`src/rtl/sctl_pkg.sv`:
```
package sctl_pkg;

  localparam int FRAME_BITS = 16;
  localparam int CMD_W      = 8;
  localparam int DATA_W     = 8;
  localparam int CODE_W     = 4;

  localparam logic [CMD_W-1:0] CMD_NOP    = 8'h00;
  localparam logic [CMD_W-1:0] CMD_WR_OPR = 8'h01;
  localparam logic [CMD_W-1:0] CMD_RB_OPR = 8'h02;
  localparam logic [CMD_W-1:0] CMD_WR_CR1 = 8'h03;
  localparam logic [CMD_W-1:0] CMD_RB_CR1 = 8'h04;
  localparam logic [CMD_W-1:0] CMD_WR_CR2 = 8'h05;
  localparam logic [CMD_W-1:0] CMD_RB_CR2 = 8'h06;

  typedef enum logic [1:0] {
    SEL_OPR = 2'd0,
    SEL_CR1 = 2'd1,
    SEL_CR2 = 2'd2
  } rb_sel_e;

  // One-hot write target {cr2, cr1, opr}; zero for non-write codes.
  function automatic logic [2:0] write_target(input logic [CMD_W-1:0] cmd);
    case (cmd)
      CMD_WR_OPR: write_target = 3'b001;
      CMD_WR_CR1: write_target = 3'b010;
      CMD_WR_CR2: write_target = 3'b100;
      default:    write_target = 3'b000;
    endcase
  endfunction

  // Readback selection after a completed command.
  function automatic rb_sel_e next_rb_sel(input logic [CMD_W-1:0] cmd,
                                          input rb_sel_e cur);
    case (cmd)
      CMD_RB_OPR: next_rb_sel = SEL_OPR;
      CMD_RB_CR1: next_rb_sel = SEL_CR1;
      CMD_RB_CR2: next_rb_sel = SEL_CR2;
      default:    next_rb_sel = cur;
    endcase
  endfunction

  // Reply word: valid flag, three zero bits, status code, readback byte.
  function automatic logic [FRAME_BITS-1:0] reply_word(input logic [CODE_W-1:0] code,
                                                       input logic [DATA_W-1:0] data);
    reply_word = {(code != '0), 3'b000, code, data};
  endfunction

endpackage

```
`src/rtl/sctl_sync.sv`:
```
module sctl_sync #(
  parameter int             WIDTH   = 3,
  parameter int             STAGES  = 2,
  parameter logic [WIDTH-1:0] RST_VAL = '0
) (
  input  logic             clk,
  input  logic             rst_n,
  input  logic [WIDTH-1:0] d_in,
  output logic [WIDTH-1:0] d_sync
);

  logic [WIDTH-1:0] stage_q [STAGES];

  generate
    for (genvar s = 0; s < STAGES; s++) begin : g_stage
      always_ff @(posedge clk or negedge rst_n) begin
        if (!rst_n) begin
          stage_q[s] <= RST_VAL;
        end else if (s == 0) begin
          stage_q[s] <= d_in;
        end else begin
          stage_q[s] <= stage_q[(s == 0) ? 0 : s-1];
        end
      end
    end
  endgenerate

  assign d_sync = stage_q[STAGES-1];

endmodule

```
`src/rtl/sctl_shift.sv`:
```
module sctl_shift #(
  parameter int FRAME = 16,
  parameter int CNT_W = $clog2(FRAME + 2)
) (
  input  logic             clk,
  input  logic             rst_n,
  input  logic             sclk_rise,
  input  logic             sclk_fall,
  input  logic             frame_start,
  input  logic             frame_end,
  input  logic             sdi_bit,
  input  logic [FRAME-1:0] load_word,
  output logic [FRAME-1:0] rx_word,
  output logic             tx_bit,
  output logic             frame_ok
);

  localparam logic [CNT_W-1:0] CNT_FULL = CNT_W'(FRAME);
  localparam logic [CNT_W-1:0] CNT_OVER = CNT_W'(FRAME + 1);

  logic [CNT_W-1:0] bit_cnt;
  logic [FRAME-1:0] rx_q;
  logic [FRAME-1:0] tx_q;

  // Count saturates one past a full frame so long frames stay rejected.
  function automatic logic [CNT_W-1:0] bump(input logic [CNT_W-1:0] c);
    bump = (c == CNT_OVER) ? c : c + 1'b1;
  endfunction

  always_ff @(posedge clk or negedge rst_n) begin
    if (!rst_n) begin
      bit_cnt <= '0;
      rx_q    <= '0;
      tx_q    <= '0;
    end else if (frame_start) begin
      bit_cnt <= '0;
      tx_q    <= load_word;
    end else begin
      if (sclk_rise) begin
        rx_q    <= {rx_q[FRAME-2:0], sdi_bit};
        bit_cnt <= bump(bit_cnt);
      end
      if (sclk_fall) begin
        tx_q <= {tx_q[FRAME-2:0], 1'b0};
      end
    end
  end

  assign rx_word  = rx_q;
  assign tx_bit   = tx_q[FRAME-1];
  assign frame_ok = frame_end && (bit_cnt == CNT_FULL);

endmodule

```
`src/rtl/sctl_istack.sv`:
```
module sctl_istack #(
  parameter int NUM_EVT = 6,
  parameter int DEPTH   = 4,
  parameter int CODE_W  = 4
) (
  input  logic               clk,
  input  logic               rst_n,
  input  logic [NUM_EVT-1:0] evt_req,
  input  logic               pop_en,
  input  logic [CODE_W-1:0]  pop_code,
  output logic [NUM_EVT-1:0] pending,
  output logic [NUM_EVT-1:0] push_acc,
  output logic [CODE_W-1:0]  top_code
);

  logic [NUM_EVT-1:0] pend_q;
  logic [NUM_EVT-1:0] pop_mask;

  function automatic int count_set(input logic [NUM_EVT-1:0] v);
    int n;
    n = 0;
    for (int i = 0; i < NUM_EVT; i++) n += int'(v[i]);
    return n;
  endfunction

  // Lowest index wins; code is index plus one, zero when empty.
  function automatic logic [CODE_W-1:0] best_code(input logic [NUM_EVT-1:0] v);
    logic [CODE_W-1:0] c;
    c = '0;
    for (int i = NUM_EVT-1; i >= 0; i--) begin
      if (v[i]) c = CODE_W'(i + 1);
    end
    return c;
  endfunction

  always_comb begin
    int room;
    room     = DEPTH - count_set(pend_q);
    push_acc = '0;
    for (int i = 0; i < NUM_EVT; i++) begin
      if (evt_req[i] && !pend_q[i] && (room > 0)) begin
        push_acc[i] = 1'b1;
        room        = room - 1;
      end
    end
  end

  generate
    for (genvar i = 0; i < NUM_EVT; i++) begin : g_pop
      assign pop_mask[i] = pop_en && (pop_code == CODE_W'(i + 1));
    end
  endgenerate

  always_ff @(posedge clk or negedge rst_n) begin
    if (!rst_n) pend_q <= '0;
    else        pend_q <= (pend_q & ~pop_mask) | push_acc;
  end

  assign pending  = pend_q;
  assign top_code = best_code(pend_q);

endmodule

```
`src/rtl/sctl_regfile.sv`:
```
module sctl_regfile
  import sctl_pkg::*;
(
  input  logic              clk,
  input  logic              rst_n,
  input  logic              commit,
  input  logic [CMD_W-1:0]  cmd,
  input  logic [DATA_W-1:0] wdata,
  output logic [DATA_W-1:0] opr_q,
  output logic [DATA_W-1:0] cr1_q,
  output logic [DATA_W-1:0] cr2_q,
  output logic [2:0]        wr_stb,
  output logic [DATA_W-1:0] rd_data
);

  logic [2:0] tgt;
  rb_sel_e    rb_sel;

  assign tgt = commit ? write_target(cmd) : 3'b000;

  always_ff @(posedge clk or negedge rst_n) begin
    if (!rst_n) begin
      opr_q  <= '0;
      cr1_q  <= '0;
      cr2_q  <= '0;
      wr_stb <= '0;
      rb_sel <= SEL_OPR;
    end else begin
      wr_stb <= tgt;
      if (tgt[0]) opr_q <= wdata;
      if (tgt[1]) cr1_q <= wdata;
      if (tgt[2]) cr2_q <= wdata;
      if (commit) rb_sel <= next_rb_sel(cmd, rb_sel);
    end
  end

  always_comb begin
    case (rb_sel)
      SEL_CR1: rd_data = cr1_q;
      SEL_CR2: rd_data = cr2_q;
      default: rd_data = opr_q;
    endcase
  end

endmodule

```
`src/rtl/sctl_port.sv`:
```
module sctl_port
  import sctl_pkg::*;
#(
  parameter int NUM_EVT     = 6,
  parameter int DEPTH       = 4,
  parameter int SYNC_STAGES = 2
) (
  input  logic               clk,
  input  logic               rst_n,
  input  logic               sclk,
  input  logic               csn,
  input  logic               sdi,
  input  logic [NUM_EVT-1:0] evt_req,
  output logic               sdo,
  output logic               sdo_oe,
  output logic               irq,
  output logic               wr_opr,
  output logic               wr_cr1,
  output logic               wr_cr2,
  output logic [DATA_W-1:0]  opr_q,
  output logic [DATA_W-1:0]  cr1_q,
  output logic [DATA_W-1:0]  cr2_q
);

  // Synchronized inputs: {csn, sclk, sdi}
  logic [2:0] pins_s;
  logic       csn_s, sclk_s, sdi_s;
  logic       csn_q, sclk_q;

  sctl_sync #(
    .WIDTH  (3),
    .STAGES (SYNC_STAGES),
    .RST_VAL(3'b100)
  ) u_sync (
    .clk   (clk),
    .rst_n (rst_n),
    .d_in  ({csn, sclk, sdi}),
    .d_sync(pins_s)
  );

  assign {csn_s, sclk_s, sdi_s} = pins_s;

  always_ff @(posedge clk or negedge rst_n) begin
    if (!rst_n) begin
      csn_q  <= 1'b1;
      sclk_q <= 1'b0;
    end else begin
      csn_q  <= csn_s;
      sclk_q <= sclk_s;
    end
  end

  // Named internal events for the checker.
  logic sclk_rise, sclk_fall, frame_start, frame_end, frame_ok;
  assign sclk_rise   = sclk_s & ~sclk_q & ~csn_s;
  assign sclk_fall   = ~sclk_s & sclk_q & ~csn_s;
  assign frame_start = csn_q & ~csn_s;
  assign frame_end   = ~csn_q & csn_s;

  logic [FRAME_BITS-1:0] rx_word, load_word;
  logic                  tx_bit;
  logic [CODE_W-1:0]     top_code, held_code;
  logic [DATA_W-1:0]     rd_data;
  logic [NUM_EVT-1:0]    pending, push_acc;
  logic [2:0]            wr_stb;

  assign load_word = reply_word(top_code, rd_data);

  sctl_shift #(.FRAME(FRAME_BITS)) u_shift (
    .clk        (clk),
    .rst_n      (rst_n),
    .sclk_rise  (sclk_rise),
    .sclk_fall  (sclk_fall),
    .frame_start(frame_start),
    .frame_end  (frame_end),
    .sdi_bit    (sdi_s),
    .load_word  (load_word),
    .rx_word    (rx_word),
    .tx_bit     (tx_bit),
    .frame_ok   (frame_ok)
  );

  // Code carried by the reply being shifted; removed on a good frame end.
  always_ff @(posedge clk or negedge rst_n) begin
    if (!rst_n)           held_code <= '0;
    else if (frame_start) held_code <= top_code;
  end

  sctl_istack #(
    .NUM_EVT(NUM_EVT),
    .DEPTH  (DEPTH),
    .CODE_W (CODE_W)
  ) u_stack (
    .clk     (clk),
    .rst_n   (rst_n),
    .evt_req (evt_req),
    .pop_en  (frame_ok),
    .pop_code(held_code),
    .pending (pending),
    .push_acc(push_acc),
    .top_code(top_code)
  );

  sctl_regfile u_regs (
    .clk    (clk),
    .rst_n  (rst_n),
    .commit (frame_ok),
    .cmd    (rx_word[FRAME_BITS-1 -: CMD_W]),
    .wdata  (rx_word[DATA_W-1:0]),
    .opr_q  (opr_q),
    .cr1_q  (cr1_q),
    .cr2_q  (cr2_q),
    .wr_stb (wr_stb),
    .rd_data(rd_data)
  );

  assign sdo_oe = ~csn_s;
  assign sdo    = sdo_oe & tx_bit;
  assign irq    = |pending;
  assign {wr_cr2, wr_cr1, wr_opr} = wr_stb;

endmodule

```
`config.mk`:
```
export PLATFORM = sky130hd
export DESIGN_NAME = sctl_port
export DESIGN_NICKNAME = d
export VERILOG_FILES = /design/src/rtl/sctl_pkg.sv /design/src/rtl/sctl_sync.sv /design/src/rtl/sctl_shift.sv /design/src/rtl/sctl_istack.sv /design/src/rtl/sctl_regfile.sv /design/src/rtl/sctl_port.sv
export SDC_FILE = /design/constraint.sdc
export NUM_CORES = 1
export LEC_CHECK = 0
export BUFFER_PORTS_ARGS = -buffer_cell sky130_fd_sc_hd__buf_2
export CAP_MARGIN = 10
export CORE_MARGIN = 8
export CORE_UTILIZATION = 55
export CTS_CLUSTER_DIAMETER = 40
export DETAILED_ROUTE_END_ITERATION = 10
export MAX_ROUTING_LAYER = met4
export PLACE_DENSITY = 0.84
export SLEW_MARGIN = 20
export SYNTH_ARGS = -nofsm -noshare
export SYNTH_HDL_FRONTEND = slang
export SYNTH_HIERARCHICAL = 1
export SYNTH_SLANG_ARGS = --single-unit
```
`constraint.sdc`:
```
create_clock -name clk -period 8.8 [get_ports clk]
set_input_delay 0.88 -clock clk [delete_from_list [all_inputs] [get_ports clk]]
set_output_delay 0.88 -clock clk [all_outputs]
set_load 0.01 [all_outputs]
```
### Yosys cells after proc, flatten, opt, wreduce, memory -nomap -nowiden

Cells that the tools add are included.

| operators by class | value |
|---|---|
| add/sub/neg operators | 12 |
| $lt $le $gt $ge | 6 |
| eq/ne operators | 17 |
| muxes and demuxes | 26 |
| bitwise operators | 15 |
| reductions and logical operators | 33 |

Operators with widths:

| operator | count |
|---|---|
| 32-bit by 1-bit > comparator with 1-bit output (second input constant) | 6 |
| 32-bit two-way mux | 5 |
| 32-bit by 2-bit subtractor with 32-bit output (second input constant) | 5 |
| 32-bit by 2-bit adder with 32-bit output | 4 |
| 16-bit two-way mux | 2 |
| 4-bit by 32-bit subtractor with 32-bit output (first input constant) | 1 |
| 8-bit by 3-bit equality test with 1-bit output (second input constant) | 3 |
| 3-bit two-way mux | 7 |
| 1-bit logical AND | 19 |
| 8-bit by 2-bit equality test with 1-bit output (second input constant) | 2 |
| 8-bit case mux with 2 select lines | 1 |
| 5-bit two-way mux | 3 |
| 4-bit by 3-bit equality test with 1-bit output (second input constant) | 3 |
| 5-bit equality test (second input constant) | 2 |
| 3-bit case mux with 3 select lines | 1 |
| 4-bit by 2-bit equality test with 1-bit output (second input constant) | 2 |
| 8-bit by 1-bit equality test with 1-bit output (second input constant) | 1 |
| 1-bit AND | 7 |
| 6-bit AND | 1 |
| 1-bit zero test | 6 |
| 1-bit two-way mux | 6 |
| 6-bit inverter | 1 |
| 6-bit OR | 1 |
| 2-bit case mux with 3 select lines | 1 |
| 12 further kinds | 19 |

| storage, ports and cells | value |
|---|---|
| register bits after elaboration | 84 |
| bits of input ports | 11 |
| output and inout bits | 30 |

### Depth between registers and ports, before layout

| logic depth | value |
|---|---|
| word-level depth | 25 |
| depth in mapped cells | 38 |

### By module

The synthesis kept the hierarchy.

By module, submodules not included:

| module | times used | cells each | area each (µm²) |
|---|---|---|---|
| sctl_istack | 1 | 295 | 2253.4 |
| sctl_shift | 1 | 135 | 1691.6 |
| sctl_regfile | 1 | 99 | 1337.5 |
| sctl_port | 1 | 22 | 282.8 |
| sctl_sync | 1 | 9 | 175.2 |

### Least setup slack after synthesis

No wires, ideal clock.

| path | value |
|---|---|
| path type | flip-flop to flip-flop |
| start point | register u_stack.pend_q[1] (netlist: u_stack/pending[1]) |
| end point | register u_stack.pend_q[5] (netlist: u_stack/pending[5]) |
| setup time | 0.132 ns |
| arrival | 7.566 ns |
| data required time | 8.668 ns |
| setup slack | 1.102 ns |
| cell stages (with the launch flop) | 36 |
| path buffers | 3 |
| period minus slack after synthesis | 7.698 ns |
| cells stage by stage | dfrtp_1 -> ha_1 -> fa_1 -> inv_1 -> ha_1 -> inv_1 -> fa_1 -> ha_1 -> buf_2 -> buf_1 -> inv_1 -> nand2_1 -> or2_2 -> ha_1 -> or3b_1 -> or4_4 -> a21o_4 -> o21ai_2 -> mux2_2 -> ha_1 -> clkbuf_1 -> o21a_1 -> a31oi_2 -> o22ai_2 -> and2_1 -> a21o_1 -> inv_2 -> nand2_1 -> xor2_1 -> mux2i_1 -> ha_1 -> nand3_1 -> o21ai_2 -> a221oi_2 -> a211oi_2 -> o211ai_1 |

| between the ends | value |
|---|---|
| cells in the longest elaborated chain, start to end | 25 |
| elaborated cells on any way between the ends | 32 |

Ends and longest elaborated chain:

| what | line | text |
|---|---|---|
| start, declared | sctl_istack.sv:16 | `logic [NUM_EVT-1:0] pend_q;` |
| start signal, assigned | sctl_istack.sv:56 | `else pend_q <= (pend_q & ~pop_mask) \| push_acc;` |
| 1-bit by 1-bit adder with 2-bit output | sctl_istack.sv:22 | `for (int i = 0; i < NUM_EVT; i++) n += int'(v[i]);` |
| 32-bit by 2-bit adder with 32-bit output (4 in a row) | sctl_istack.sv:22 |  |
| 4-bit by 32-bit subtractor with 32-bit output | sctl_istack.sv:38 | `room = DEPTH - count_set(pend_q);` |
| 32-bit by 1-bit > comparator with 1-bit output | sctl_istack.sv:41 | `if (evt_req[i] && !pend_q[i] && (room > 0)) begin` |
| 1-bit logical AND | sctl_istack.sv:41 |  |
| 32-bit two-way mux | sctl_istack.sv:41 |  |
| 32-bit by 1-bit > comparator with 1-bit output | sctl_istack.sv:41 |  |
| 1-bit logical AND | sctl_istack.sv:41 |  |
| [... 6 more ...] | - |  |
| 32-bit two-way mux (*) | sctl_istack.sv:41 |  |
| 32-bit by 1-bit > comparator with 1-bit output | sctl_istack.sv:41 |  |
| 1-bit logical AND | sctl_istack.sv:41 |  |
| 32-bit two-way mux (*) | sctl_istack.sv:41 |  |
| 32-bit by 1-bit > comparator with 1-bit output (*) | sctl_istack.sv:41 |  |
| 1-bit logical AND (*) | sctl_istack.sv:41 |  |
| 1-bit two-way mux (*) | sctl_istack.sv:41 |  |
| 6-bit OR (*) | sctl_istack.sv:56 |  |

Mark *: on every way between the ends. The rest lies on a longest branch, timed or not.
A chain may end at the register's enable or synchronous reset.

### Worst setup path in the final report

| path | value |
|---|---|
| start point | register u_stack.pend_q[0] (netlist: u_stack/pending[0]) |
| end point | register u_stack.pend_q[5] (netlist: u_stack/pending[5]) |

| between the ends | value |
|---|---|
| cells in the longest elaborated chain, start to end | 25 |
| elaborated cells on any way between the ends | 32 |

Ends and longest elaborated chain:

| what | line |
|---|---|
| 1-bit by 1-bit adder with 2-bit output | sctl_istack.sv:22 |
| 32-bit by 2-bit adder with 32-bit output (4 in a row) | sctl_istack.sv:22 |
| 4-bit by 32-bit subtractor with 32-bit output | sctl_istack.sv:38 |
| 32-bit by 1-bit > comparator with 1-bit output | sctl_istack.sv:41 |
| 1-bit logical AND | sctl_istack.sv:41 |
| 32-bit two-way mux (*) | sctl_istack.sv:41 |
| 32-bit by 1-bit > comparator with 1-bit output | sctl_istack.sv:41 |
| 1-bit logical AND | sctl_istack.sv:41 |
| [... 6 more ...] | - |
| 32-bit two-way mux (*) | sctl_istack.sv:41 |
| 32-bit by 1-bit > comparator with 1-bit output | sctl_istack.sv:41 |
| 1-bit logical AND | sctl_istack.sv:41 |
| 32-bit two-way mux (*) | sctl_istack.sv:41 |
| 32-bit by 1-bit > comparator with 1-bit output (*) | sctl_istack.sv:41 |
| 1-bit logical AND (*) | sctl_istack.sv:41 |
| 1-bit two-way mux (*) | sctl_istack.sv:41 |
| 6-bit OR (*) | sctl_istack.sv:56 |

Marked as above.

==> impl_results.md <==
* Commonest cells after routing, fill and taps aside: 81 x dfrtp_1, 51 x nand2_1, 39 x buf_2
* GPL Wtd Cong at 0.923
* CP max stage cell: a311oi_1
* Final Max Tran Viols at 0
* Die width at 118 µm
* Cell repeated most along the worst path: ha_1
* CTS sink cnt at 84
* Reg2Reg Depth at 32
* Hold_sp: u_sync/stage_q[5]$_DFF_PN1_
* GRT Residual Overflow at 0
* WS Path Type: register to register
* Min-Delay Path Class: register to register
* Worst reg2reg path endpoint: u_stack/pending[5]$_DFF_PN0_
* Mapped cell area at 5730 µm²
* Die area at 13900 µm²
* Status: finished, final reports clean
* Arrival @ worst endpoint at 8580 ps
* Pre-Repair DR Iteration Count at 5
* Cell count of the worst hold path at 0
* # DRC at 0
* Fin. Hold Viols at 0
* GRT Total Usage at 19.6%
* Hold Path End: u_sync/d_sync[2]$_DFF_PN1_
* Fmax at 120 MHz
* Final ANT Viol Nets at 0
* Initial DRC count at 267
* Leak at 2.67 nW
* Area growth syn-to-layout at 8.10%
* Worst rel slew slack at 30.2%
* Via/cell ratio at 6.09
* CTS tree: yes
* Post-CTS setup repair buffer count at 0
* Final worst path period need at 8340 ps
* Cts hold-fix bufs at 0
* Row count at 37
* # diodes at 0
* Vias after detailed routing at 4440
* Final Cycle Share at 94.8%
* # IOs at 41
* Highest cell delay on the worst timing path at 550 ps
* Global-route wire length before repair at 22300 µm
* Max cap viols at 0
* Startpoint types: register
* H-tree depth at 3
* Crit path from: u_stack/pending[0]$_DFF_PN0_
* Vias in the first global route at 4597
* Fin area at 6190 µm²
* HPWL after DPL at 9920 µm
* Setup crit end kind: register
* Cts bufs inserted at 9
* Layout cells sized above 1 at 24.6%
* PD cells at 127 nW/µm²
* Clk_skew at 9.22 ps
* Worst-skew pair later-pin latency at 350 ps
* Worst EP required at 9030 ps
* Starting density of the core at 56.0%
* Critical Path Fanout Max at 12
* RR Startpoint: u_stack/pending[0]$_DFF_PN0_
* Gate Count Post-Synth at 558
* CTS root buf: clkbuf_8
* Final nets at 624
* Synthesized area per cell at 10.3 µm²
* VDD IR max at 0.000152 V
* Clock Pin Slew Worst Setup and Hold Paths at 80 ps
* Port Buf Inserts at 40
* Setup TNS at 0 ps
* Final setup vio count at 0
* Commonest non-fill, non-tap cell in the layout: dfrtp_1
* Clock Path Buffers at 2
* Drt total wl at 13500 µm
* Die height at 118 µm
* Core ar. at 10200 µm²
* Initial antenna violation count at 0
* Synth Warn # at 6
* Reg2Reg Setup Slack at 460 ps
* Avg WL per Cell at 18.5 µm
* RSZ-0062 raised after global routing: false
* DP Area at 5960 µm²
* Largest net degree at the start of global routing at 85
* Worst Tran Pin Value at 1050 ps
## cell type report
class                      instances  area (µm²)
multi-input combinational        416        3340
inverter                          34         128
fill                             830        4040
clock buffer                      11         141
clock inverter                     5        83.8
timing repair buffer              43         229
tap                              136         170
sequential                        84        2110
## critical path: cells and delay by family (launching register included)
family,cells,cell delay (ps)
AOI/OAI and AO/OA,9,2240
xor gates and xnor gates,1,150
adders and majority gates,8,2550
buffers and inverters,4,350
DFF,1,500
muxes,2,600
and+or+nand+nor,8,1850
## layer usage
layer / global-route usage [%] / vias up / wire (µm)
met4: 7.13 / 0 / 310
met3: 3.07 / 26 / 461
met5: - / - / 0
li1: - / 2093 / -
met2: 32.6 / 127 / 6680
met1: 23.6 / 2194 / 6000
## per-stage QoR
stage,setup WS [ps],power [mW],hold WS [ps],cells,util [%]
floorplan,1140,0.468,331,560,-
global placement,808,0.485,335,713,58.2
detailed placement,466,0.491,349,713,58.2
CTS,448,0.793,361,729,60.4
global route,11.1,0.816,368,729,60.5
finish,456,0.788,360,729,60.5
## timing repair
item,CTS,global route
endpoints found under the hold margin,0,0
resized for setup,0,1
setup endpoints to repair,0,1
## registers in the layout, indices dropped and copies added, names as in the netlist
signal,flops
u_sync/stage_q,3
sclk_q,1
u_shift/tx_q,16
u_shift/bit_cnt,5
held_code,4
u_regs/opr_q,8
u_stack/pending,6
u_regs/wr_stb,3
u_regs/cr2_q,8
u_shift/rx_word,16
csn_q,1
u_sync/d_sync,3
u_regs/rb_sel,2
u_regs/cr1_q,8
## report_power, final
| group | internal (mW) | total, mW | switching, mW | leakage, nW |
|---|---|---|---|---|
| logic | 0.0257 | 0.0510 | 0.0253 | 1.48 |
| clock network | 0.169 | 0.304 | 0.135 | 0.106 |
| registers | 0.408 | 0.433 | 0.0248 | 1.09 |
## how the worst max path moves through the flow
stage	cells after the start	endpoint	slack, ps
final	32	u_stack/pending[5]$_DFF_PN0_	460
after global routing	32	u_stack/pending[5]$_DFF_PN0_	10
after CTS	33	u_stack/pending[5]$_DFF_PN0_	450
after detailed placement	33	u_stack/pending[5]$_DFF_PN0_	470
after global placement	33	u_stack/pending[5]$_DFF_PN0_	810
after floorplan	35	u_stack/pending[5]$_DFF_PN0_	1140
(Power assumes the default switching activity.)
